[config.mk]
export PLATFORM = sky130hd
export DESIGN_NAME = sprite_hpos
export DESIGN_NICKNAME = d
export VERILOG_FILES = /design/src/rtl/sprite_hpos_pkg.sv /design/src/rtl/sprite_hmotion.sv /design/src/rtl/sprite_hcount.sv /design/src/rtl/sprite_hpos.sv
export SDC_FILE = /design/constraint.sdc
export NUM_CORES = 1
export LEC_CHECK = 0
export ABC_AREA = 1
export BUFFER_PORTS_ARGS = -buffer_cell sky130_fd_sc_hd__buf_2
export CELL_PAD_IN_SITES_DETAIL_PLACEMENT = 2
export CELL_PAD_IN_SITES_GLOBAL_PLACEMENT = 2
export CORE_ASPECT_RATIO = 0.8
export CORE_UTILIZATION = 27
export DETAILED_ROUTE_END_ITERATION = 16
export PLACE_DENSITY_LB_ADDON = 0.1
export REMOVE_ABC_BUFFERS = 1
export SYNTH_ARGS = -nofsm -noshare
export SYNTH_HDL_FRONTEND = slang
export SYNTH_HIERARCHICAL = 1
export SYNTH_SLANG_ARGS = --single-unit
[constraint.sdc]
create_clock -name clk -period 1.7 [get_ports clk]
set_clock_uncertainty 0.1 [all_clocks]
set_input_delay 0 -clock clk [delete_from_list [all_inputs] [get_ports clk]]
set_output_delay 0 -clock clk [all_outputs]
set_load 0.03 [all_outputs]
[src/rtl/sprite_hpos_pkg.sv]
package sprite_hpos_pkg;

    typedef enum logic [1:0] {
        MS_IDLE  = 2'd0,
        MS_ARMED = 2'd1,
        MS_ADD   = 2'd2,
        MS_HOLD  = 2'd3
    } mot_state_e;

    localparam logic [1:0] ADV_NONE = 2'd0;
    localparam logic [1:0] ADV_ONE  = 2'd1;
    localparam logic [1:0] ADV_TWO  = 2'd2;

endpackage

[src/rtl/sprite_hmotion.sv]
module sprite_hmotion
    import sprite_hpos_pkg::*;
#(
    parameter int MOT_W  = 4,
    parameter int DATA_W = 8
) (
    input  logic              clk,
    input  logic              rst_n,
    input  logic              hblank,
    input  logic              mot_wr,
    input  logic [DATA_W-1:0] mot_data,
    input  logic              mot_clr,
    input  logic              move_strobe,
    output logic [1:0]        adv
);

    localparam int NIB_LO = DATA_W - MOT_W;

    mot_state_e       state_q, state_d;
    logic [MOT_W-1:0] mot_q;
    logic [MOT_W-1:0] rem_q;
    logic             neg_q;
    logic [MOT_W-1:0] mag;

    // magnitude of the signed motion value; -2^(MOT_W-1) still fits unsigned
    always_comb begin
        if (mot_q[MOT_W-1]) mag = (~mot_q) + 1'b1;
        else                mag = mot_q;
    end

    // motion register
    always_ff @(posedge clk) begin
        if (!rst_n)       mot_q <= '0;
        else if (mot_clr) mot_q <= '0;
        else if (mot_wr)  mot_q <= mot_data[DATA_W-1:NIB_LO];
    end

    // next-state decode
    always_comb begin
        state_d = state_q;
        unique case (state_q)
            MS_IDLE:  if (move_strobe) state_d = MS_ARMED;
            MS_ARMED: begin
                if (hblank) begin
                    if (rem_q == '0) state_d = MS_IDLE;
                    else if (neg_q)  state_d = MS_HOLD;
                    else             state_d = MS_ADD;
                end
            end
            MS_ADD:   if (rem_q == MOT_W'(1)) state_d = MS_IDLE;
            MS_HOLD:  if (rem_q == MOT_W'(1)) state_d = MS_IDLE;
        endcase
    end

    // state register with its remaining-count bookkeeping
    always_ff @(posedge clk) begin
        if (!rst_n) begin
            state_q <= MS_IDLE;
            rem_q   <= '0;
            neg_q   <= 1'b0;
        end else begin
            state_q <= state_d;
            if (state_q == MS_IDLE && move_strobe) begin
                rem_q <= mag;
                neg_q <= mot_q[MOT_W-1];
            end else if (state_q == MS_ADD || state_q == MS_HOLD) begin
                rem_q <= rem_q - 1'b1;
            end
        end
    end

    // outputs: counter advance per pixel clock
    always_comb begin
        unique case (state_q)
            MS_ADD:  adv = ADV_TWO;
            MS_HOLD: adv = ADV_NONE;
            default: adv = ADV_ONE;
        endcase
    end

    AST_CLR_ZERO: assert property (@(posedge clk) disable iff (!rst_n)
        mot_clr |=> (mot_q == '0));
    AST_WR_NIBBLE: assert property (@(posedge clk) disable iff (!rst_n)
        (mot_wr && !mot_clr) |=> (mot_q == $past(mot_data[DATA_W-1:NIB_LO])));
    AST_WAIT_BLANK: assert property (@(posedge clk) disable iff (!rst_n)
        (state_q == MS_ARMED && !hblank) |=> (state_q == MS_ARMED));
    AST_ONE_SHOT: assert property (@(posedge clk) disable iff (!rst_n)
        ((state_q == MS_ADD || state_q == MS_HOLD) && rem_q == MOT_W'(1)) |=> (state_q == MS_IDLE));
    AST_ADJ_NONZERO: assert property (@(posedge clk) disable iff (!rst_n)
        (state_q == MS_ADD || state_q == MS_HOLD) |-> (rem_q != '0));
    AST_BUSY_IGNORE: assert property (@(posedge clk) disable iff (!rst_n)
        (state_q == MS_ARMED && !hblank && move_strobe) |=> $stable(rem_q));

endmodule

[src/rtl/sprite_hcount.sv]
module sprite_hcount #(
    parameter int              LFSR_W      = 6,
    parameter logic [LFSR_W-1:0] TAPS      = 6'b110000,
    parameter logic [LFSR_W-1:0] SEED      = 6'b000001,
    parameter int              LINE_STATES = 57,
    parameter int              CLK_DIV     = 4
) (
    input  logic       clk,
    input  logic       rst_n,
    input  logic       pos_strobe,
    input  logic [1:0] adv,
    output logic       draw_start
);

    localparam int DIV_W = $clog2(CLK_DIV);

    function automatic logic [LFSR_W-1:0] lfsr_next(input logic [LFSR_W-1:0] v);
        return {v[LFSR_W-2:0], ^(v & TAPS)};
    endfunction

    function automatic logic [LFSR_W-1:0] lfsr_walk(input logic [LFSR_W-1:0] v, input int n);
        logic [LFSR_W-1:0] s;
        s = v;
        for (int i = 0; i < n; i++) s = lfsr_next(s);
        return s;
    endfunction

    localparam logic [LFSR_W-1:0] LAST_ST = lfsr_walk(SEED, LINE_STATES - 1);

    logic [LFSR_W-1:0] lfsr_q;
    logic [DIV_W-1:0]  presc_q;
    logic [DIV_W:0]    sum;
    logic              step;
    logic              at_last;

    always_comb begin
        sum     = {1'b0, presc_q} + (DIV_W + 1)'(adv);
        step    = sum[DIV_W];
        at_last = (lfsr_q == LAST_ST);
    end

    always_ff @(posedge clk) begin
        if (!rst_n || pos_strobe) begin
            lfsr_q     <= SEED;
            presc_q    <= '0;
            draw_start <= 1'b0;
        end else begin
            presc_q    <= sum[DIV_W-1:0];
            draw_start <= step && at_last;
            if (step) lfsr_q <= at_last ? SEED : lfsr_next(lfsr_q);
        end
    end

    AST_LFSR_NONZERO: assert property (@(posedge clk) disable iff (!rst_n)
        lfsr_q != '0);
    AST_WRAP_SEED: assert property (@(posedge clk) disable iff (!rst_n)
        (!pos_strobe && step && at_last) |=> (lfsr_q == SEED));
    AST_STROBE_SEED: assert property (@(posedge clk) disable iff (!rst_n)
        pos_strobe |=> (lfsr_q == SEED && presc_q == '0));
    AST_PULSE_SINGLE: assert property (@(posedge clk) disable iff (!rst_n)
        draw_start |=> !draw_start);
    AST_PULSE_AT_SEED: assert property (@(posedge clk) disable iff (!rst_n)
        draw_start |-> (lfsr_q == SEED));

endmodule

[src/rtl/sprite_hpos.sv]
module sprite_hpos #(
    parameter int LFSR_W      = 6,
    parameter int LINE_STATES = 57,
    parameter int CLK_DIV     = 4,
    parameter int MOT_W       = 4,
    parameter int DATA_W      = 8
) (
    input  logic              clk,
    input  logic              rst_n,
    input  logic              hblank,
    input  logic              pos_strobe,
    input  logic              mot_wr,
    input  logic [DATA_W-1:0] mot_data,
    input  logic              mot_clr,
    input  logic              move_strobe,
    output logic              draw_start
);

    logic [1:0] adv;

    sprite_hmotion #(
        .MOT_W  (MOT_W),
        .DATA_W (DATA_W)
    ) u_motion (
        .clk         (clk),
        .rst_n       (rst_n),
        .hblank      (hblank),
        .mot_wr      (mot_wr),
        .mot_data    (mot_data),
        .mot_clr     (mot_clr),
        .move_strobe (move_strobe),
        .adv         (adv)
    );

    sprite_hcount #(
        .LFSR_W      (LFSR_W),
        .TAPS        (LFSR_W'(6'b110000)),
        .SEED        (LFSR_W'(1)),
        .LINE_STATES (LINE_STATES),
        .CLK_DIV     (CLK_DIV)
    ) u_count (
        .clk        (clk),
        .rst_n      (rst_n),
        .pos_strobe (pos_strobe),
        .adv        (adv),
        .draw_start (draw_start)
    );

    AST_ADV_LIMIT: assert property (@(posedge clk) disable iff (!rst_n)
        adv <= 2'd2);

endmodule

==> impl_metrics.py <==
metrics = {
    "critical_path": {
        "path_class": "flop to flop",
        "critPathCaptureType": "flop",
        "reg2reg_slack_ns": 0.09,
        "reg2reg_depth": 8,
        "worst_ep_arrival_time_ns": 1.67,
        "required_ns": 1.75,
        "cp_max_fo": 5,
        "critPathLaunchType": "flop",
        "r2r-start": "u_motion/state_q[1]$_SDFFE_PN0P_",
        "r2r_end": "u_count/lfsr_q[1]$_SDFFE_PP0P_",
    },
    "synth": {
        "yosysWarnings": 6,
        "syn_inst": 153,
        "synth_top_area_cell": "dfxtp_1",
        "synthTopCellsByArea": "dfxtp_1 (37%), nand2_1 (11%), inv_1 (11%), nor2_1 (6.3%), nand3_1 (6.0%)",
        "avgSynthCellArea_um2": 7.03,
        "synth.cell_area_um2": 1080,
        "yosysTopAreaCellShare_pct": 37.2,
        "ys_seq_area_share_pct": 37.2,
        "yosysUniqueCellTypes": 21,
        "synth_seq_cells": 20,
    },
    "detailed_routing": {
        "drt-pass1-iter-count": 4,
        "drc": 0,
        "vias_per_cell": 4.23,
        "drt_wl_total_um": 2820,
        "via_count": 1003,
        "ant_nets": 0,
        "drt-initial-drc-count": 19,
        "post_drt_wl_per_cell_um": 11.9,
    },
    "global_routing": {
        "grtUsageTotal_pct": 15.3,
        "grt_max_degree": 13,
        "grt_pass1_vias": 1121,
        "grt_first_pass_wirelength_um": 4890,
        "antenna_found_initial": 0,
        "overflow": 0,
    },
    "power": {
        "p_int_mw": 0.929,
        "power.density_nw_per_um2": 910,
        "ir_drop_mv": 0.543,
        "leakagePower_nw": 0.713,
        "p_clk_share_pct": 37.2,
        "power_frac_comb_pct": 21.6,
        "p_sw_share_pct": 27.5,
        "p_sw_mw": 0.352,
        "pwr-share-seq_pct": 41.2,
    },
    "finish": {
        "final_area_um2": 1410,
        "fillCellCount": 447,
        "syn_to_final_growth_pct": 30.9,
        "register_area_um2": 400,
        "final_common_cell": "nand2_1",
        "final_cell_mix": "nand2_1 (32), inv_1 (30), dfxtp_1 (20)",
        "final_util_pct": 37.0,
        "final_cells": 237,
        "layout.nets": 204,
        "diodes": 0,
        "final_layout_size_suffix_gt1_share_pct": 17.0,
        "multi_input_area_um2": 538,
    },
    "cts": {
        "clock_latency_ns": 0.26,
        "numCtsBuffers": 3,
        "h-tree-depth": 1,
        "cts_buffer_depth": 2,
        "cts_root_buf": "clkbuf_8",
        "cts.sinks": 20,
        "cts_tree": "built",
        "cts.clk_slew.worst_paths_ns": 0.08,
    },
    "floorplanning": {
        "die_h_um": 58.5,
        "die-area_um2": 4240,
        "rows": 20,
        "io_pins": 16,
        "die_x_um": 72.6,
        "core-area_um2": 3800,
        "start_util_pct": 28.3,
    },
    "hold_path": {
        "worstHoldPathCells": 2,
        "hold_class": "flop to flop",
        "min_to": "u_motion/neg_q$_SDFFE_PN0P_",
        "hold_start": "u_motion/neg_q$_SDFFE_PN0P_",
    },
    "place": {
        "portBuffers": 11,
        "dpl.cell_count": 221,
        "gp_congestion": 0.793,
        "place_area_um2": 1210,
        "dpl.hpwl_um": 2140,
    },
    "timing": {
        "setup-violations-final": 0,
        "tightest_slew_ns": 0.288,
        "whs_ns": 0.404,
        "finalMaxSlewViolations": 0,
        "finalCritPeriodShare_pct": 95.0,
        "period_needed_ns": 1.61,
        "rsz0062_at_grt": "false",
        "slew_headroom_pct": 80.8,
        "fmax_ghz": 0.619,
        "hold_viol_final": 0,
    },
    "outcome": {
        "outcome": "finished, final reports clean",
    },
    "run": {
        "max_cap_viol_count": 0,
    },
}
## power by group through the flow
stage | clock (mW) | sequential, mW | combinational (mW)
after floorplan | 0 | 0.534 | 0.178
after global placement | 0 | 0.537 | 0.242
after detailed placement | 0 | 0.539 | 0.255
after CTS | 0.498 | 0.529 | 0.279
after global routing | 0.516 | 0.534 | 0.322
final | 0.476 | 0.528 | 0.277
## layer usage
metal,up-vias,routed length [um],track usage (%),part of all wire [%]
li1,526,-,-,-
met1,464,1360,18.9,48
met2,11,1370,27.0,48
met3,2,74,4.11,2.6
met4,0,18,2.52,0.64
met5,-,0,0,0
## worst max-delay path by stage
stage / start / cells after the start / slack, ns / endpoint
floorplan: u_motion/state_q[1]$_SDFFE_PN0P_ / 8 / -0.07 / u_count/lfsr_q[1]$_SDFFE_PP0P_
global placement: u_motion/state_q[1]$_SDFFE_PN0P_ / 8 / 0.04 / u_count/lfsr_q[5]$_SDFFE_PP0P_
detailed placement: u_motion/state_q[1]$_SDFFE_PN0P_ / 8 / -0.06 / u_count/lfsr_q[1]$_SDFFE_PP0P_
CTS: u_motion/state_q[1]$_SDFFE_PN0P_ / 8 / 0.01 / u_count/lfsr_q[1]$_SDFFE_PP0P_
global route: u_motion/state_q[1]$_SDFFE_PN0P_ / 8 / 0.004 / u_count/lfsr_q[1]$_SDFFE_PP0P_
finish: u_motion/state_q[1]$_SDFFE_PN0P_ / 8 / 0.09 / u_count/lfsr_q[1]$_SDFFE_PP0P_
## worst max-delay path: stages (launching register included)
cell and delay [ns]:
dfxtp_1 0.32, inv_2 0.07, ha_1 0.14, inv_1 0.06, fa_2 0.45, nor2_4 0.12, inv_2 0.07, nor2_8 0.11
nor2_1 0.06
## sequential cells by signal, summed over array words and instances (netlist names)
name                count
u_motion/state_q        2
u_count/lfsr_q          6
u_motion/mot_q          4
u_motion/rem_q          4
u_motion/neg_q          1
u_count/draw_start      1
u_count/presc_q         2
## synthesized netlist by cell type
library cell / number
nand2_1: 32
inv_1: 31
dfxtp_1: 20
nor2_1: 18
nand3_1: 13
a21oi_1: 8
o21ai_0: 6
ha_1: 5
inv_2: 4
a211oi_1: 2
nand4_1: 2
nor2_4: 2
xor2_1: 2
buf_6: 1
fa_1: 1
nand2_4: 1
nor2_2: 1
nor2_8: 1
o211ai_1: 1
or2_1: 1
xnor2_1: 1
## stage by stage
step	power, mW	TNS (ns)	setup slack [ns]
floorplan	0.711	-0.352	-0.0704
global placement	0.780	0	0.0441
detailed placement	0.794	-0.278	-0.0644
CTS	1.31	0	0.0149
global route	1.37	0	0.00404
finish	1.28	0	0.0852
## what timing repair did
| item | 4_1_cts | 5_1_grt |
|---|---|---|
| hold buffers | 11 | 0 |
| setup endpoints to repair | 6 | 6 |
| pin swaps | 0 | 5 |
| hold endpoints to repair | 19 | 0 |
| setup buffers | 0 | 1 |
| resized for setup | 1 | 3 |
## layout make-up
class                   instances  share of cell area (%)
well taps                      55                    4.88
flip-flops and latches         20                    28.4
multi-input cells              97                    38.2
clock inverters                 1                    2.13
inverters                      35                    9.33
repair buffers                 26                    14.1
clock buffers                   3                    2.93
## logic make-up (layout without fill, tap and decap cells)
logic type      count (synthesis)  count (layout)  share of synthesized area, %
xor+xnor                        3               3                          2.44
buf+inv                        36              65                          13.3
flops                          20              20                          37.2
compound gates                 17              17                          8.60
simple gates                   71              71                          30.8
fa+ha+maj                       6               6                          7.67
Power figures use the tool's default switching activity.
